--- src/rtl/gpio_irq_pkg.sv ---
// Package: constants and types shared by the GPIO controller modules.
// Assumes byte offsets on an 8-bit register address and 32-bit data.
package gpio_irq_pkg;

    localparam int REG_W  = 32;
    localparam int ADDR_W = 8;
    localparam int NTRIG  = 4;

    // Trigger kinds. The order sets where each kind sits in the address map.
    typedef enum logic [1:0] {
        TRIG_RISE = 2'd0,
        TRIG_FALL = 2'd1,
        TRIG_HIGH = 2'd2,
        TRIG_LOW  = 2'd3
    } trig_e;

    localparam logic [ADDR_W-1:0] A_IN     = 8'h00;
    localparam logic [ADDR_W-1:0] A_INEN   = 8'h04;
    localparam logic [ADDR_W-1:0] A_OE     = 8'h08;
    localparam logic [ADDR_W-1:0] A_OUT    = 8'h0C;
    localparam logic [ADDR_W-1:0] A_PULL   = 8'h10;
    localparam logic [ADDR_W-1:0] A_DRV    = 8'h14;
    localparam logic [ADDR_W-1:0] A_TRIG0  = 8'h18;
    localparam logic [ADDR_W-1:0] A_ALTEN  = 8'h38;
    localparam logic [ADDR_W-1:0] A_ALTSEL = 8'h3C;
    localparam logic [ADDR_W-1:0] A_FLIP   = 8'h40;

    // Enable register offset of trigger kind t.
    function automatic logic [ADDR_W-1:0] trig_en_addr(input int t);
        return A_TRIG0 + ADDR_W'(8 * t);
    endfunction

    // Pending register offset of trigger kind t.
    function automatic logic [ADDR_W-1:0] trig_pend_addr(input int t);
        return A_TRIG0 + ADDR_W'(8 * t + 4);
    endfunction

endpackage

--- src/rtl/gpio_in_sync.sv ---
// Module: input synchroniser and trigger-condition detector.
// Two flops take the pad levels into the clock domain. A third flop holds
// the previous synchronised level so that edges can be found. Every
// condition is gated by the pin's input enable. Assumes pad_in is
// asynchronous and changes slowly compared with the clock.
module gpio_in_sync
    import gpio_irq_pkg::*;
#(
    parameter int NPINS = 16
) (
    input  logic                         clk,
    input  logic                         rst_n,
    input  logic [NPINS-1:0]             pad_in,
    input  logic [NPINS-1:0]             in_en,
    output logic [NPINS-1:0]             in_level,
    output logic [NTRIG-1:0][NPINS-1:0]  cond
);

    logic [NPINS-1:0] meta_q;
    logic [NPINS-1:0] sync_q;
    logic [NPINS-1:0] prev_q;

    // Synchroniser chain plus the previous-level history flop.
    always_ff @(posedge clk) begin
        if (!rst_n) begin
            meta_q <= '0;
            sync_q <= '0;
            prev_q <= '0;
        end else begin
            meta_q <= pad_in;
            sync_q <= meta_q;
            prev_q <= sync_q;
        end
    end

    // Level seen by software: synchronised level of enabled pins only.
    assign in_level = sync_q & in_en;

    // Per-kind trigger conditions, valid for enabled pins only.
    always_comb begin
        cond[TRIG_RISE] =  sync_q & ~prev_q & in_en;
        cond[TRIG_FALL] = ~sync_q &  prev_q & in_en;
        cond[TRIG_HIGH] =  sync_q & in_en;
        cond[TRIG_LOW]  = ~sync_q & in_en;
    end

endmodule

--- src/rtl/gpio_trig_bank.sv ---
// Module: trigger enable and pending registers for the four trigger kinds.
// One register pair per kind is generated. A pending bit is set by its
// condition and cleared by a write of one, and the condition wins when both
// come in the same cycle. Interrupt n is the OR over kinds of pending AND
// enable. Assumes the write strobe lasts one cycle for each access.
module gpio_trig_bank
    import gpio_irq_pkg::*;
#(
    parameter int NPINS = 16
) (
    input  logic                         clk,
    input  logic                         rst_n,
    input  logic                         wr_stb,
    input  logic [ADDR_W-1:0]            wr_addr,
    input  logic [NPINS-1:0]             wr_bits,
    input  logic [NTRIG-1:0][NPINS-1:0]  cond,
    output logic [NTRIG-1:0][NPINS-1:0]  en_q,
    output logic [NTRIG-1:0][NPINS-1:0]  pend_q,
    output logic [NPINS-1:0]             irq
);

    for (genvar t = 0; t < NTRIG; t++) begin : g_kind
        localparam logic [ADDR_W-1:0] EN_A = trig_en_addr(t);
        localparam logic [ADDR_W-1:0] PD_A = trig_pend_addr(t);

        logic [NPINS-1:0] en_r;
        logic [NPINS-1:0] pend_r;
        logic [NPINS-1:0] clr;

        // Mask of pending bits cleared by this cycle's write.
        assign clr = (wr_stb && wr_addr == PD_A) ? wr_bits : '0;

        // Enable register of this kind: plain read/write storage.
        always_ff @(posedge clk) begin
            if (!rst_n)
                en_r <= '0;
            else if (wr_stb && wr_addr == EN_A)
                en_r <= wr_bits;
        end

        // Sticky pending register: the condition sets it, a write of one clears it.
        always_ff @(posedge clk) begin
            if (!rst_n)
                pend_r <= '0;
            else
                pend_r <= (pend_r & ~clr) | cond[t];
        end

        assign en_q[t]   = en_r;
        assign pend_q[t] = pend_r;
    end

    // Per-pin interrupt: any kind that is both pending and enabled.
    always_comb begin
        irq = '0;
        for (int t = 0; t < NTRIG; t++)
            irq = irq | (pend_q[t] & en_q[t]);
    end

endmodule

--- src/rtl/gpio_cfg_regs.sv ---
// Module: per-pin configuration storage and pad output drive.
// Holds the direction, output value, inversion mask and the storage-only
// pad registers. Pad output is value XOR inversion. The pad enable is the
// output-enable register itself. Assumes a single write port.
module gpio_cfg_regs
    import gpio_irq_pkg::*;
#(
    parameter int NPINS = 16
) (
    input  logic              clk,
    input  logic              rst_n,
    input  logic              wr_stb,
    input  logic [ADDR_W-1:0] wr_addr,
    input  logic [NPINS-1:0]  wr_bits,
    output logic [NPINS-1:0]  in_en_q,
    output logic [NPINS-1:0]  oe_q,
    output logic [NPINS-1:0]  out_q,
    output logic [NPINS-1:0]  flip_q,
    output logic [NPINS-1:0]  pull_q,
    output logic [NPINS-1:0]  drv_q,
    output logic [NPINS-1:0]  alt_en_q,
    output logic [NPINS-1:0]  alt_sel_q,
    output logic [NPINS-1:0]  pad_out,
    output logic [NPINS-1:0]  pad_oe
);

    // Address-decoded write into the configuration registers.
    always_ff @(posedge clk) begin
        if (!rst_n) begin
            in_en_q   <= '0;
            oe_q      <= '0;
            out_q     <= '0;
            flip_q    <= '0;
            pull_q    <= '0;
            drv_q     <= '0;
            alt_en_q  <= '0;
            alt_sel_q <= '0;
        end else if (wr_stb) begin
            case (wr_addr)
                A_INEN:   in_en_q   <= wr_bits;
                A_OE:     oe_q      <= wr_bits;
                A_OUT:    out_q     <= wr_bits;
                A_FLIP:   flip_q    <= wr_bits;
                A_PULL:   pull_q    <= wr_bits;
                A_DRV:    drv_q     <= wr_bits;
                A_ALTEN:  alt_en_q  <= wr_bits;
                A_ALTSEL: alt_sel_q <= wr_bits;
                default:  ;
            endcase
        end
    end

    // Pad drive: inverted value and direct enable.
    assign pad_out = out_q ^ flip_q;
    assign pad_oe  = oe_q;

endmodule

--- src/rtl/gpio_irq_ctrl.sv ---
// Module: top of the GPIO controller with per-pin interrupts.
// Connects the configuration registers, the input synchroniser and the
// trigger bank, and registers the read data one cycle after a read strobe.
// Assumes NPINS is below 32. Register bits above NPINS read as zero.
module gpio_irq_ctrl
    import gpio_irq_pkg::*;
#(
    parameter int NPINS = 16
) (
    input  logic              clk,
    input  logic              rst_n,
    input  logic              bus_wr,
    input  logic              bus_rd,
    input  logic [7:0]        bus_addr,
    input  logic [31:0]       bus_wdata,
    output logic [31:0]       bus_rdata,
    input  logic [NPINS-1:0]  pad_in,
    output logic [NPINS-1:0]  pad_out,
    output logic [NPINS-1:0]  pad_oe,
    output logic [NPINS-1:0]  irq
);

    logic [NPINS-1:0]             wr_bits;
    logic                         unused_wdata_hi;
    logic [NPINS-1:0]             in_en_q, oe_q, out_q, flip_q;
    logic [NPINS-1:0]             pull_q, drv_q, alt_en_q, alt_sel_q;
    logic [NPINS-1:0]             in_level;
    logic [NTRIG-1:0][NPINS-1:0]  trig_cond;
    logic [NTRIG-1:0][NPINS-1:0]  trig_en_q;
    logic [NTRIG-1:0][NPINS-1:0]  trig_pend_q;
    logic [NPINS-1:0]             rd_sel;
    logic [REG_W-1:0]             rd_mux;

    assign wr_bits         = bus_wdata[NPINS-1:0];
    assign unused_wdata_hi = ^bus_wdata[REG_W-1:NPINS];

    gpio_cfg_regs #(.NPINS(NPINS)) u_cfg (
        .clk       (clk),
        .rst_n     (rst_n),
        .wr_stb    (bus_wr),
        .wr_addr   (bus_addr),
        .wr_bits   (wr_bits),
        .in_en_q   (in_en_q),
        .oe_q      (oe_q),
        .out_q     (out_q),
        .flip_q    (flip_q),
        .pull_q    (pull_q),
        .drv_q     (drv_q),
        .alt_en_q  (alt_en_q),
        .alt_sel_q (alt_sel_q),
        .pad_out   (pad_out),
        .pad_oe    (pad_oe)
    );

    gpio_in_sync #(.NPINS(NPINS)) u_sync (
        .clk      (clk),
        .rst_n    (rst_n),
        .pad_in   (pad_in),
        .in_en    (in_en_q),
        .in_level (in_level),
        .cond     (trig_cond)
    );

    gpio_trig_bank #(.NPINS(NPINS)) u_trig (
        .clk     (clk),
        .rst_n   (rst_n),
        .wr_stb  (bus_wr),
        .wr_addr (bus_addr),
        .wr_bits (wr_bits),
        .cond    (trig_cond),
        .en_q    (trig_en_q),
        .pend_q  (trig_pend_q),
        .irq     (irq)
    );

    // Read-data select by offset. Unmapped offsets give zero.
    always_comb begin
        rd_sel = '0;
        case (bus_addr)
            A_IN:     rd_sel = in_level;
            A_INEN:   rd_sel = in_en_q;
            A_OE:     rd_sel = oe_q;
            A_OUT:    rd_sel = out_q;
            A_FLIP:   rd_sel = flip_q;
            A_PULL:   rd_sel = pull_q;
            A_DRV:    rd_sel = drv_q;
            A_ALTEN:  rd_sel = alt_en_q;
            A_ALTSEL: rd_sel = alt_sel_q;
            default:  ;
        endcase
        for (int t = 0; t < NTRIG; t++) begin
            if (bus_addr == trig_en_addr(t))   rd_sel = trig_en_q[t];
            if (bus_addr == trig_pend_addr(t)) rd_sel = trig_pend_q[t];
        end
        rd_mux = '0;
        rd_mux[NPINS-1:0] = rd_sel;
    end

    // Read-data register, loaded on a read strobe.
    always_ff @(posedge clk) begin
        if (!rst_n)
            bus_rdata <= '0;
        else if (bus_rd)
            bus_rdata <= rd_mux;
    end

endmodule

--- config.mk ---
export PLATFORM = sky130hd
export DESIGN_NAME = gpio_irq_ctrl
export DESIGN_NICKNAME = d
export VERILOG_FILES = /design/src/rtl/gpio_irq_pkg.sv /design/src/rtl/gpio_in_sync.sv /design/src/rtl/gpio_trig_bank.sv /design/src/rtl/gpio_cfg_regs.sv /design/src/rtl/gpio_irq_ctrl.sv
export SDC_FILE = /design/constraint.sdc
export NUM_CORES = 1
export LEC_CHECK = 0
export CAP_MARGIN = 15
export CORE_ASPECT_RATIO = 1.75
export CORE_MARGIN = 4
export CORE_UTILIZATION = 41
export DETAILED_ROUTE_END_ITERATION = 8
export MAX_ROUTING_LAYER = met4
export PLACE_DENSITY_LB_ADDON = 0.05
export REMOVE_ABC_BUFFERS = 1
export SETUP_SLACK_MARGIN = 0.05
export SLEW_MARGIN = 30
export SYNTH_ARGS = -nofsm -noshare
export SYNTH_HDL_FRONTEND = slang
export SYNTH_HIERARCHICAL = 1
export SYNTH_SLANG_ARGS = --single-unit
export TNS_END_PERCENT = 10
--- constraint.sdc ---
create_clock -name clk -period 1.9 [get_ports clk]
set_input_delay 0.19 -clock clk [delete_from_list [all_inputs] [get_ports clk]]
set_output_delay 0.19 -clock clk [all_outputs]
set_load 0.01 [all_outputs]
==> metrics.cfg <==
[grt]
grt_pass1_vias = 14052
grt-ovfl-total = 0
track_usage_pct = 28.71
grt_pass1_wl_um = 88640
grt_antenna_before_repair = 0
grt_start_max_net_pins = 68

[cts]
cts.path.max_buffers = 3
holdBufCountCts = 0
cts_tree = built
path_clk_slew_ns = 0.07
root_buffer = clkbuf_16
clk-insertion-delay-late_ns = 0.54
cts_inserted_buffers = 34
clkSinkCount = 320
cts_max_level = 2

[synthesis]
synth_cell_types = 87
ys.flop_type = dfxtp_1
synth_edf_count = 0
ys_top_cells_by_area = dfxtp_1, mux2i_1, nand2_1
async_flop_share_pct = 0
syn-instance-count = 1726
syn_avg_cell_area_um2 = 9.161
yosysTopAreaCell = dfxtp_1
yosysWarnings = 6
synth_top_area_share_pct = 40.52
synth_area_um2 = 15810
yosysSeqAreaShare_pct = 40.52
ys_ff_latch = 320

[detailed_routing]
viasPerCell = 5.720
finalWirelength_um = 59870
drc_errors = 0
wl_per_cell_um = 24.47
vias = 13997
drt_iter0_markers = 968
ant_nets = 0
drt_pass1_iterations = 6

[floorplan]
start_util_pct = 41.75
die_width_um = 156.5
core_area_um2 = 37870
pin_count = 140
dieArea_um2 = 41900
die_h_um = 267.8
fp-row-count = 94

[placement]
place.gp.congestion = 0.9553
hpwl_um = 45360
pre_cts_ws_ns = -0.6091
port_buffers = 107

[timing]
report.final.slew_viol_count = 0
layout_min_cycle_time_ns = 1.775
final.setup.worst_slack_ns = 0.1247
finClkSkew_ns = 0.01607
timing.hold.ws_ns = 0.03308
fin_crit_sh_pct = 93.44
worst_slew_pin_slew_ns = 0.5669
slew_headroom_pct = 61.23
finalHoldViolCount = 0
setup_viol = 0
rsz0062_at_grt = yes
fmax_mhz = 563.3

[setup_path]
regToRegEndpoint = bus_rdata[4]$_SDFFE_PN0P_
critPathRequiredTime_ns = 2.38
crit_arrival_ns = 2.25
r2r_cells = 5
crit_type = input port to flip-flop
r2r_slack_ns = 0.22
r2r-start = u_cfg/in_en_q[4]$_SDFFE_PN0P_
crit_end = bus_rdata[2]$_SDFFE_PN0P_
cp-start-kind = input port
crit_fanout = 14
startpoint = bus_addr[7]
end_kind = flip-flop

[power_and_ir_drop]
p_per_area_nw_per_um2 = 742.0
p_leak_nw = 9.013
irDropWorstVdd_uv = 649.5
power.total_w = 0.01477

[final_layout]
diodes = 0
final_nets = 2002
syn2layout_area_growth_pct = 25.92
fillers = 3615
utilization_pct = 52.57
drive_gt1_share_pct = 19.32

[run_status]
status = finished clean

[worst_hold_path]
min_path_type = input port to flip-flop

[job]
max_cap_viol_count = 0

-- power breakdown --
part | leakage [nW] | internal, W | switching, W
Combinational | 5.85 | 0.000460 | 0.000673
Clock | 0.555 | 0.00403 | 0.00281
Sequential | 2.61 | 0.00676 | 0.0000345
-- layer usage --
metal  vias up  GRT usage, %  part of all wire, %
met1      6829         33.64                   40
met5         -             -                    0
met4         0         11.27                  4.4
met3       148         2.626                  3.9
met2       429         50.50                   51
li1       6591             -                    -
-- cell usage in the layout, fill, tap and decap left out, drive strengths merged, types with 24 or more instances in the layout --
master	count
a41oi	32
mux2i	223
o21ai	104
buf	228
nand3	30
and3b	32
clkdlybuf4s50	69
a31oi	43
inv	67
and2	68
nand2	266
dfxtp	320
nor2b	24
clkbuf	51
a22oi	56
nor2	39
-- worst min path at each step --
stage / startpoint / to / depth (start not counted) / slack, ns
4_1_cts: rst_n / u_cfg/flip_q[2]$_SDFFE_PN0P_ / 3 / 0.02
5_1_grt: rst_n / u_cfg/flip_q[2]$_SDFFE_PN0P_ / 3 / 0.04
2_1_floorplan: bus_wdata[0] / u_trig/g_kind[0].pend_r[0]$_SDFF_PN0_ / 1 / 0.29
6_report: rst_n / u_cfg/flip_q[2]$_SDFFE_PN0P_ / 3 / 0.03
3_3_place_gp: u_sync/meta_q[4]$_SDFF_PN0_ / u_sync/sync_q[4]$_SDFF_PN0_ / 1 / 0.41
3_5_place_dp: u_sync/meta_q[15]$_SDFF_PN0_ / u_sync/sync_q[15]$_SDFF_PN0_ / 1 / 0.42
-- stage by stage --
stage,std cells,cell area [um^2],TNS [ns]
floorplan,1576,14850,-96.00
global placement,2383,18630,-31.12
detailed placement,2383,18630,-35.50
CTS,2444,19810,-0.02027
global route,2447,19910,0
finish,2447,19910,0
-- registers in the layout (all words and copies together), names as in the netlist --
register,flops
bus_rdata,16
u_cfg/alt_en_q,16
u_cfg/alt_sel_q,16
u_cfg/drv_q,16
u_cfg/flip_q,16
u_cfg/in_en_q,16
u_cfg/oe_q,16
u_cfg/out_q,16
u_cfg/pull_q,16
u_sync/meta_q,16
u_sync/prev_q,16
u_sync/sync_q,16
u_trig/g_kind.en_r,64
u_trig/g_kind.pend_r,64
-- area by class of cell --
type	count	area, um^2	area share (%)
sequential	320	6457	32.43
multi-input combinational	1189	8293	41.65
timing repair buffer	330	3169	15.92
clock buffer	51	1028	5.166
clock inverter	10	108.9	0.5468
inverter	67	251.5	1.263
tap	480	600.6	3.017
-- cells by family after synthesis --
kind of cell	count (synthesis)	synth area share [%]
xor gates and xnor gates	16	0.8863
muxes	237	15.26
and+or+nand+nor	548	19.27
AOI/OAI and AO/OA	372	16.05
buffers and inverters	232	8.000
other	1	0.02372
DFF	320	40.52
-- synth_stat cells (all sizes together), types with 8 or more instances --
cell	count
a22oi	56
nor4	8
o21ai	104
dfxtp	320
nand2	266
nor4b	8
buf	119
a41oi	32
and2	68
nor2	39
mux2	12
nand4	9
a31oi	43
mux2i	223
inv	67
nor3	22
clkbuf	46
a21oi	22
o22ai	21
and3b	32
nand3	30
xor2	16
nor2b	24
a211oi	16
o211ai	10
-- critical path, stage by stage --
cell and delay, ns:
clkdlybuf4s50_1 0.45, buf_12 0.17, or4b_4 0.58, buf_4 0.21, nor3_1 0.25, a2bb2oi_1 0.20, o21ai_1 0.08, o21ai_1 0.11
-- what timing repair did --
action	in CTS	in global routing
gates resized for setup	63	24
setup endpoints to repair	32	26
pin swaps	1	3
endpoints found under the hold margin	0	0
setup buffers	0	3
No activity file was read; power rests on OpenSTA's default activity.
